[config.mk]
export PLATFORM = sky130hd
export DESIGN_NAME = tmr_clksrc_unit
export DESIGN_NICKNAME = d
export VERILOG_FILES = /design/src/rtl/tcs_pkg.sv /design/src/rtl/tcs_prescaler.sv /design/src/rtl/tcs_sync_edge.sv /design/src/rtl/tcs_src_sel.sv /design/src/rtl/tmr_clksrc_unit.sv
export SDC_FILE = /design/constraint.sdc
export NUM_CORES = 1
export LEC_CHECK = 0
export ABC_AREA = 1
export BUFFER_PORTS_ARGS = -buffer_cell sky130_fd_sc_hd__buf_4
export CAP_MARGIN = 10
export CELL_PAD_IN_SITES_DETAIL_PLACEMENT = 0
export CELL_PAD_IN_SITES_GLOBAL_PLACEMENT = 2
export CORE_MARGIN = 2
export CORE_UTILIZATION = 35
export CTS_BUF_LIST = sky130_fd_sc_hd__clkbuf_2
export DETAILED_ROUTE_END_ITERATION = 8
export PLACE_DENSITY_LB_ADDON = 0.1
export SLEW_MARGIN = 20
export SYNTH_ARGS = -nofsm -noshare
export SYNTH_HDL_FRONTEND = slang
export SYNTH_SLANG_ARGS = --single-unit
[constraint.sdc]
create_clock -name clk -period 3.7 [get_ports clk]
set_input_delay 0.185 -clock clk [delete_from_list [all_inputs] [get_ports clk]]
set_output_delay 0.185 -clock clk [all_outputs]
set_load 0.01 [all_outputs]
[src/rtl/tcs_pkg.sv]
package tcs_pkg;
  localparam int SEL_W = 3;

  typedef enum logic [SEL_W-1:0] {
    SRC_OFF   = 3'b000,
    SRC_PRESC = 3'b001,
    SRC_EDGE  = 3'b010,
    SRC_ACCUM = 3'b011,
    SRC_SLOW  = 3'b100
  } src_sel_e;
endpackage

[src/rtl/tcs_prescaler.sv]
module tcs_prescaler #(
  parameter int W = 5
) (
  input  logic         clk,
  input  logic         rst,
  input  logic [W-1:0] div,
  output logic         tick
);
  logic [W-1:0] cnt;

  // Wrapping on >= keeps the count bounded after the divider is lowered.
  always_ff @(posedge clk) begin
    if (rst) begin
      cnt  <= '0;
      tick <= 1'b0;
    end else if (cnt >= div) begin
      cnt  <= '0;
      tick <= 1'b1;
    end else begin
      cnt  <= cnt + 1'b1;
      tick <= 1'b0;
    end
  end

  AST_TICK_DIV1: assert property (@(posedge clk) disable iff (rst)
    (div == '0 && $past(div) == '0 && !$past(rst)) |-> tick) else $error("div1 tick");
endmodule

[src/rtl/tcs_sync_edge.sv]
module tcs_sync_edge #(
  parameter int STAGES = 2
) (
  input  logic clk,
  input  logic rst,
  input  logic din,
  output logic level,
  output logic rise,
  output logic fall
);
  logic [STAGES-1:0] sh;
  logic              prev;

  always_ff @(posedge clk) begin
    if (rst) begin
      sh   <= '0;
      prev <= 1'b0;
    end else begin
      sh   <= {sh[STAGES-2:0], din};
      prev <= sh[STAGES-1];
    end
  end

  assign level = sh[STAGES-1];
  assign rise  = level & ~prev;
  assign fall  = ~level & prev;

  AST_RISE_SINGLE: assert property (@(posedge clk) disable iff (rst)
    rise |=> !rise) else $error("rise twice");
  AST_FALL_SINGLE: assert property (@(posedge clk) disable iff (rst)
    fall |=> !fall) else $error("fall twice");
endmodule

[src/rtl/tcs_src_sel.sv]
module tcs_src_sel
  import tcs_pkg::*;
(
  input  logic             clk,
  input  logic             rst,
  input  logic [SEL_W-1:0] sel,
  input  logic             mode_ok,
  input  logic             pol,
  input  logic             psc_tick,
  input  logic             pin_lvl,
  input  logic             pin_rise,
  input  logic             pin_fall,
  input  logic             slow_rise,
  output logic             en
);
  logic evt, gate, pick;

  assign evt  = pol ? pin_rise : pin_fall;
  assign gate = pol ? pin_lvl : ~pin_lvl;

  always_comb begin
    unique case (sel)
      SRC_PRESC: pick = psc_tick;
      SRC_EDGE:  pick = mode_ok & evt;
      SRC_ACCUM: pick = mode_ok & gate & psc_tick;
      SRC_SLOW:  pick = slow_rise;
      default:   pick = 1'b0;
    endcase
  end

  always_ff @(posedge clk) begin
    if (rst) en <= 1'b0;
    else     en <= pick;
  end

  AST_STOP_SILENT: assert property (@(posedge clk) disable iff (rst)
    (sel == SRC_OFF || sel > SRC_SLOW) |=> !en) else $error("stopped strobe");
  AST_PRESC_FOLLOW: assert property (@(posedge clk) disable iff (rst)
    (sel == SRC_PRESC) |=> (en == $past(psc_tick))) else $error("presc follow");
  AST_MODE_BLOCK: assert property (@(posedge clk) disable iff (rst)
    (!mode_ok && (sel == SRC_EDGE || sel == SRC_ACCUM)) |=> !en) else $error("mode block");
  AST_ACCUM_GATE: assert property (@(posedge clk) disable iff (rst)
    (sel == SRC_ACCUM && !gate) |=> !en) else $error("accum gate");
  AST_SLOW_PASS: assert property (@(posedge clk) disable iff (rst)
    (sel == SRC_SLOW) |=> (en == $past(slow_rise))) else $error("slow pass");
endmodule

[src/rtl/tmr_clksrc_unit.sv]
module tmr_clksrc_unit
  import tcs_pkg::*;
#(
  parameter int PSC_W       = 5,
  parameter int NUM_CNT     = 2,
  parameter int REG_W       = 8,
  parameter int SYNC_STAGES = 2
) (
  input  logic               clk,
  input  logic               rst,
  input  logic               reg_wr,
  input  logic               reg_addr,
  input  logic [REG_W-1:0]   reg_wdata,
  output logic [REG_W-1:0]   reg_rdata,
  input  logic [1:0]         tmr_mode,
  input  logic               pinb_pol,
  input  logic               pinb_in,
  input  logic               slow_in,
  output logic [NUM_CNT-1:0] cnt_en
);
  localparam int FLD_W = REG_W / NUM_CNT;

  logic [PSC_W-1:0] psc_q;
  logic [SEL_W-1:0] sel_q [NUM_CNT];
  logic [REG_W-1:0] sel_byte;
  logic             psc_tick, mode_ok;
  logic             pin_lvl, pin_rise, pin_fall;
  logic             slow_lvl, slow_rise, slow_fall;
  logic             unused_bits;

  assign unused_bits = ^{reg_wdata, slow_lvl, slow_fall};
  assign mode_ok     = ~tmr_mode[0];

  always_ff @(posedge clk) begin
    if (rst) psc_q <= '0;
    else if (reg_wr && !reg_addr) psc_q <= reg_wdata[PSC_W-1:0];
  end

  always_comb begin
    sel_byte = '0;
    for (int i = 0; i < NUM_CNT; i++) sel_byte[i*FLD_W +: SEL_W] = sel_q[i];
  end

  always_ff @(posedge clk) begin
    if (rst) reg_rdata <= '0;
    else     reg_rdata <= reg_addr ? sel_byte : REG_W'(psc_q);
  end

  tcs_prescaler #(.W(PSC_W)) u_psc (
    .clk(clk), .rst(rst), .div(psc_q), .tick(psc_tick));

  tcs_sync_edge #(.STAGES(SYNC_STAGES)) u_pin (
    .clk(clk), .rst(rst), .din(pinb_in),
    .level(pin_lvl), .rise(pin_rise), .fall(pin_fall));

  tcs_sync_edge #(.STAGES(SYNC_STAGES)) u_slow (
    .clk(clk), .rst(rst), .din(slow_in),
    .level(slow_lvl), .rise(slow_rise), .fall(slow_fall));

  for (genvar g = 0; g < NUM_CNT; g++) begin : g_cnt
    always_ff @(posedge clk) begin
      if (rst) sel_q[g] <= '0;
      else if (reg_wr && reg_addr) sel_q[g] <= reg_wdata[g*FLD_W +: SEL_W];
    end

    tcs_src_sel u_sel (
      .clk(clk), .rst(rst), .sel(sel_q[g]), .mode_ok(mode_ok), .pol(pinb_pol),
      .psc_tick(psc_tick), .pin_lvl(pin_lvl), .pin_rise(pin_rise),
      .pin_fall(pin_fall), .slow_rise(slow_rise), .en(cnt_en[g]));
  end

  AST_RST_CLEAR: assert property (@(posedge clk)
    rst |=> (psc_q == '0 && sel_byte == '0 && cnt_en == '0)) else $error("reset");
  AST_ZERO_IDLE: assert property (@(posedge clk) disable iff (rst)
    (sel_byte == '0) |=> (cnt_en == '0)) else $error("idle strobe");
endmodule

==> flow_summary.ini <==
[detailed_routing]
dr.pass1.iters = 4
drtAntennaViolNets = 0
wl_um = 2550
via_per_inst = 4.39
wl_per_cell_um = 10.5
drt_iter0_drc = 35
drc = 0
num_vias = 1063

[global_route]
grt-ovfl-total = 0
grt_pass1_wl_um = 4310
grtUsageTotal_pct = 13.4
grt_pass1_vias = 1006
antenna_found_initial = 0
grt_max_degree = 11

[clocking]
cts_root_buffer = clkbuf_2
cts_buffers = 5
post_cts_buffers = 0
htree_num_levels = 2
cts_resized = 0
clkTransAtPathRegs_ps = 150
cts_sinks = 32
clock_path_buffers = 2
holdBufCountCts = 0
clk_latency_ps = 340
cts_tree = yes

[sta]
min_period_ps = 1290
post-route-period-util_pct = 35.0
fmaxAchievable_mhz = 773
finalSetupTns_ps = 0
finalMaxSlewViolations = 0
fin_ws_ps = 2410
rsz0062_at_grt = no
final_hold_viol_count = 0
clock_skew_ps = 4.00
finalSetupViolCount = 0

[worst_setup_path]
rrSetupSlack_ps = 2410
cp-start-kind = flop
critical_path.max_stage_delay_ps = 340
worstSetupPathType = flop to flop
cp_slowest_cell = dfxtp_1
cp_cell_sequence = inv_1 -> ha_1 -> nand2_1 -> inv_1 -> o21ai_2 -> nand4_2 -> nor2_1
crit_buf_inv = 2
cp_max_fo = 5
reg2reg_depth = 7
crit_arrival_ps = 1590
cp_top_family = simple AND/OR/NAND/NOR gates
reg2reg_from = psc_q[2]$_SDFFE_PP0P_
cp_num_cells = 7
worstReg2RegEnd = u_psc.cnt[3]$_SDFF_PP0_
crit_path_end_kind = flop
required_ps = 3990
path_common_cell = inv_1

[layout]
antenna_cells = 0
areaGrowthSynthToFinish_pct = 17.3
nets = 216
fillers = 388
drive_above_1_share_pct = 20.6

[synthesis]
avgSynthCellArea_um2 = 8.22
synth-edff-count = 6
yosys_warnings = 0
synthesis.area_um2 = 1370
synth-async-reset-ratio_pct = 0
synth_top_area_share_pct = 37.9
ys_ff_latch = 32
synth-main-ff-cell = dfxtp_1
synth_nets = 190
synth_area_leaders = dfxtp_1, edfxtp_1, nor2_1
synth_cell_types = 26
synth_top_area_cell = dfxtp_1
synthCells = 167
ys_seq_area_share_pct = 51.0

[place]
portBuffers = 23
place_congestion = 0.759
dp_hpwl_um = 1950
place_ws_ps = 2410

[hold_path]
hp-class = input pin to flop
holdPathStages = 3
min_from = pinb_in
hold_end = u_pin.sh[0]$_SDFF_PP0_

[die]
ios = 27
core_area_um2 = 3720
row_count = 22
die_w_um = 66.6
die_h_um = 66.6
start_util_pct = 36.9
dieArea_um2 = 4440

[power_and_ir_drop]
power_leakage_nw = 0.769
power.total_mw = 0.639
ir_drop_mv = 0.193
powerDensity_nw_per_um2 = 397

[run]
cap_viol_max_count = 0

[status]
status = finished clean
[worst max-delay path by stage]
stage,startpoint,to,slack (ps)
4_1_cts,psc_q[2]$_SDFFE_PP0P_,u_psc.cnt[3]$_SDFF_PP0_,2380
2_1_floorplan,psc_q[2]$_SDFFE_PP0P_,u_psc.cnt[0]$_SDFF_PP0_,2540
6_report,psc_q[2]$_SDFFE_PP0P_,u_psc.cnt[3]$_SDFF_PP0_,2410
3_5_place_dp,psc_q[2]$_SDFFE_PP0P_,u_psc.cnt[3]$_SDFF_PP0_,2410
3_3_place_gp,psc_q[2]$_SDFFE_PP0P_,u_psc.cnt[0]$_SDFF_PP0_,2460
5_1_grt,psc_q[2]$_SDFFE_PP0P_,u_psc.cnt[2]$_SDFF_PP0_,2270
[worst reg2reg max path, stage by stage, from the launching register on]
cell	delay [ps]
dfxtp_1	340
inv_1	60
ha_1	300
nand2_1	70
inv_1	40
o21ai_2	130
nand4_2	170
nor2_1	120
[area by class of cell]
type	instances	area [µm²]	share of cell area, %
multi-input cells	97	508	31.5
well taps	48	60.1	3.73
clock inverters	1	3.75	0.233
repair buffers	23	173	10.7
flip-flops and latches	32	701	43.5
clock buffers	7	35.0	2.18
inverters	34	130	8.08
[cells in the final DEF, fill, tap and decap left out, types with 3 or more instances in the layout]
cell | Yosys | layout
edfxtp_1 | 6 | 6
nand2_1 | 19 | 19
a21oi_1 | 6 | 6
o21ai_0 | 5 | 5
inv_1 | 31 | 31
nand3_1 | 7 | 7
clkbuf_2 | 0 | 7
nand4_1 | 3 | 3
nand2_2 | 3 | 3
buf_4 | 3 | 23
dfxtp_1 | 26 | 26
ha_1 | 6 | 6
nor2_1 | 33 | 33
[through the flow]
stage	std cells	hold slack, ps	instance area [µm²]	utilization [%]
finish	242	25.6	1610	43.3
global route	242	0.0761	1610	43.3
CTS	242	7.67	1610	43.3
detailed placement	234	394	1570	42.3
global placement	234	385	1570	42.3
floorplan	167	292	1370	-
[flip-flops by register name, indices dropped and copies added (netlist names)]
register	flops
reg_rdata	7
sel_q	6
psc_q	5
u_psc.cnt	5
g_cnt.u_sel.en	2
u_pin.sh	2
u_slow.sh	2
u_pin.prev	1
u_psc.tick	1
u_slow.prev	1
[Yosys cell counts, types with 2 or more instances]
master    instances
nor3_1            2
inv_1            31
a21oi_1           6
buf_4             3
inv_2             2
o22ai_1           2
nor2_1           33
nand3_1           7
edfxtp_1          6
xor2_1            2
nand2_2           3
o21ai_0           5
ha_1              6
nand4_1           3
nand2_1          19
dfxtp_1          26
o21ai_1           2
[where the power goes]
group | leakage [nW] | switching (mW) | internal (mW) | total, mW
Clock | 0.0306 | 0.109 | 0.0507 | 0.160
Sequential | 0.274 | 0.0143 | 0.377 | 0.392
Combinational | 0.464 | 0.0500 | 0.0373 | 0.0872
Total | 0.769 | 0.173 | 0.465 | 0.639
[routing by layer]
layer / part of all wire [%] / GRT usage [%] / up-vias / wire length, µm
li1: - / - / 570 / -
met1: 53 / 17.7 / 463 / 1360
met2: 40 / 19.6 / 25 / 1010
met3: 5.4 / 4.05 / 5 / 137
met4: 1.6 / 6.89 / 0 / 40
met5: 0 / 0 / - / 0
[kinds of logic (layout without fill, tap and decap cells)]
| group | Yosys count | in the layout | synth area share [%] |
|---|---|---|---|
| other | 1 | 1 | 0.273 |
| AOI/OAI and AO/OA | 18 | 18 | 7.38 |
| DFF | 32 | 32 | 51.0 |
| and+or+nand+nor | 69 | 69 | 22.0 |
| xor gates and xnor gates | 3 | 3 | 1.91 |
| buffers and inverters | 38 | 65 | 11.9 |
| adders and majority gates | 6 | 6 | 5.47 |
Power figures use the tool's default switching activity.
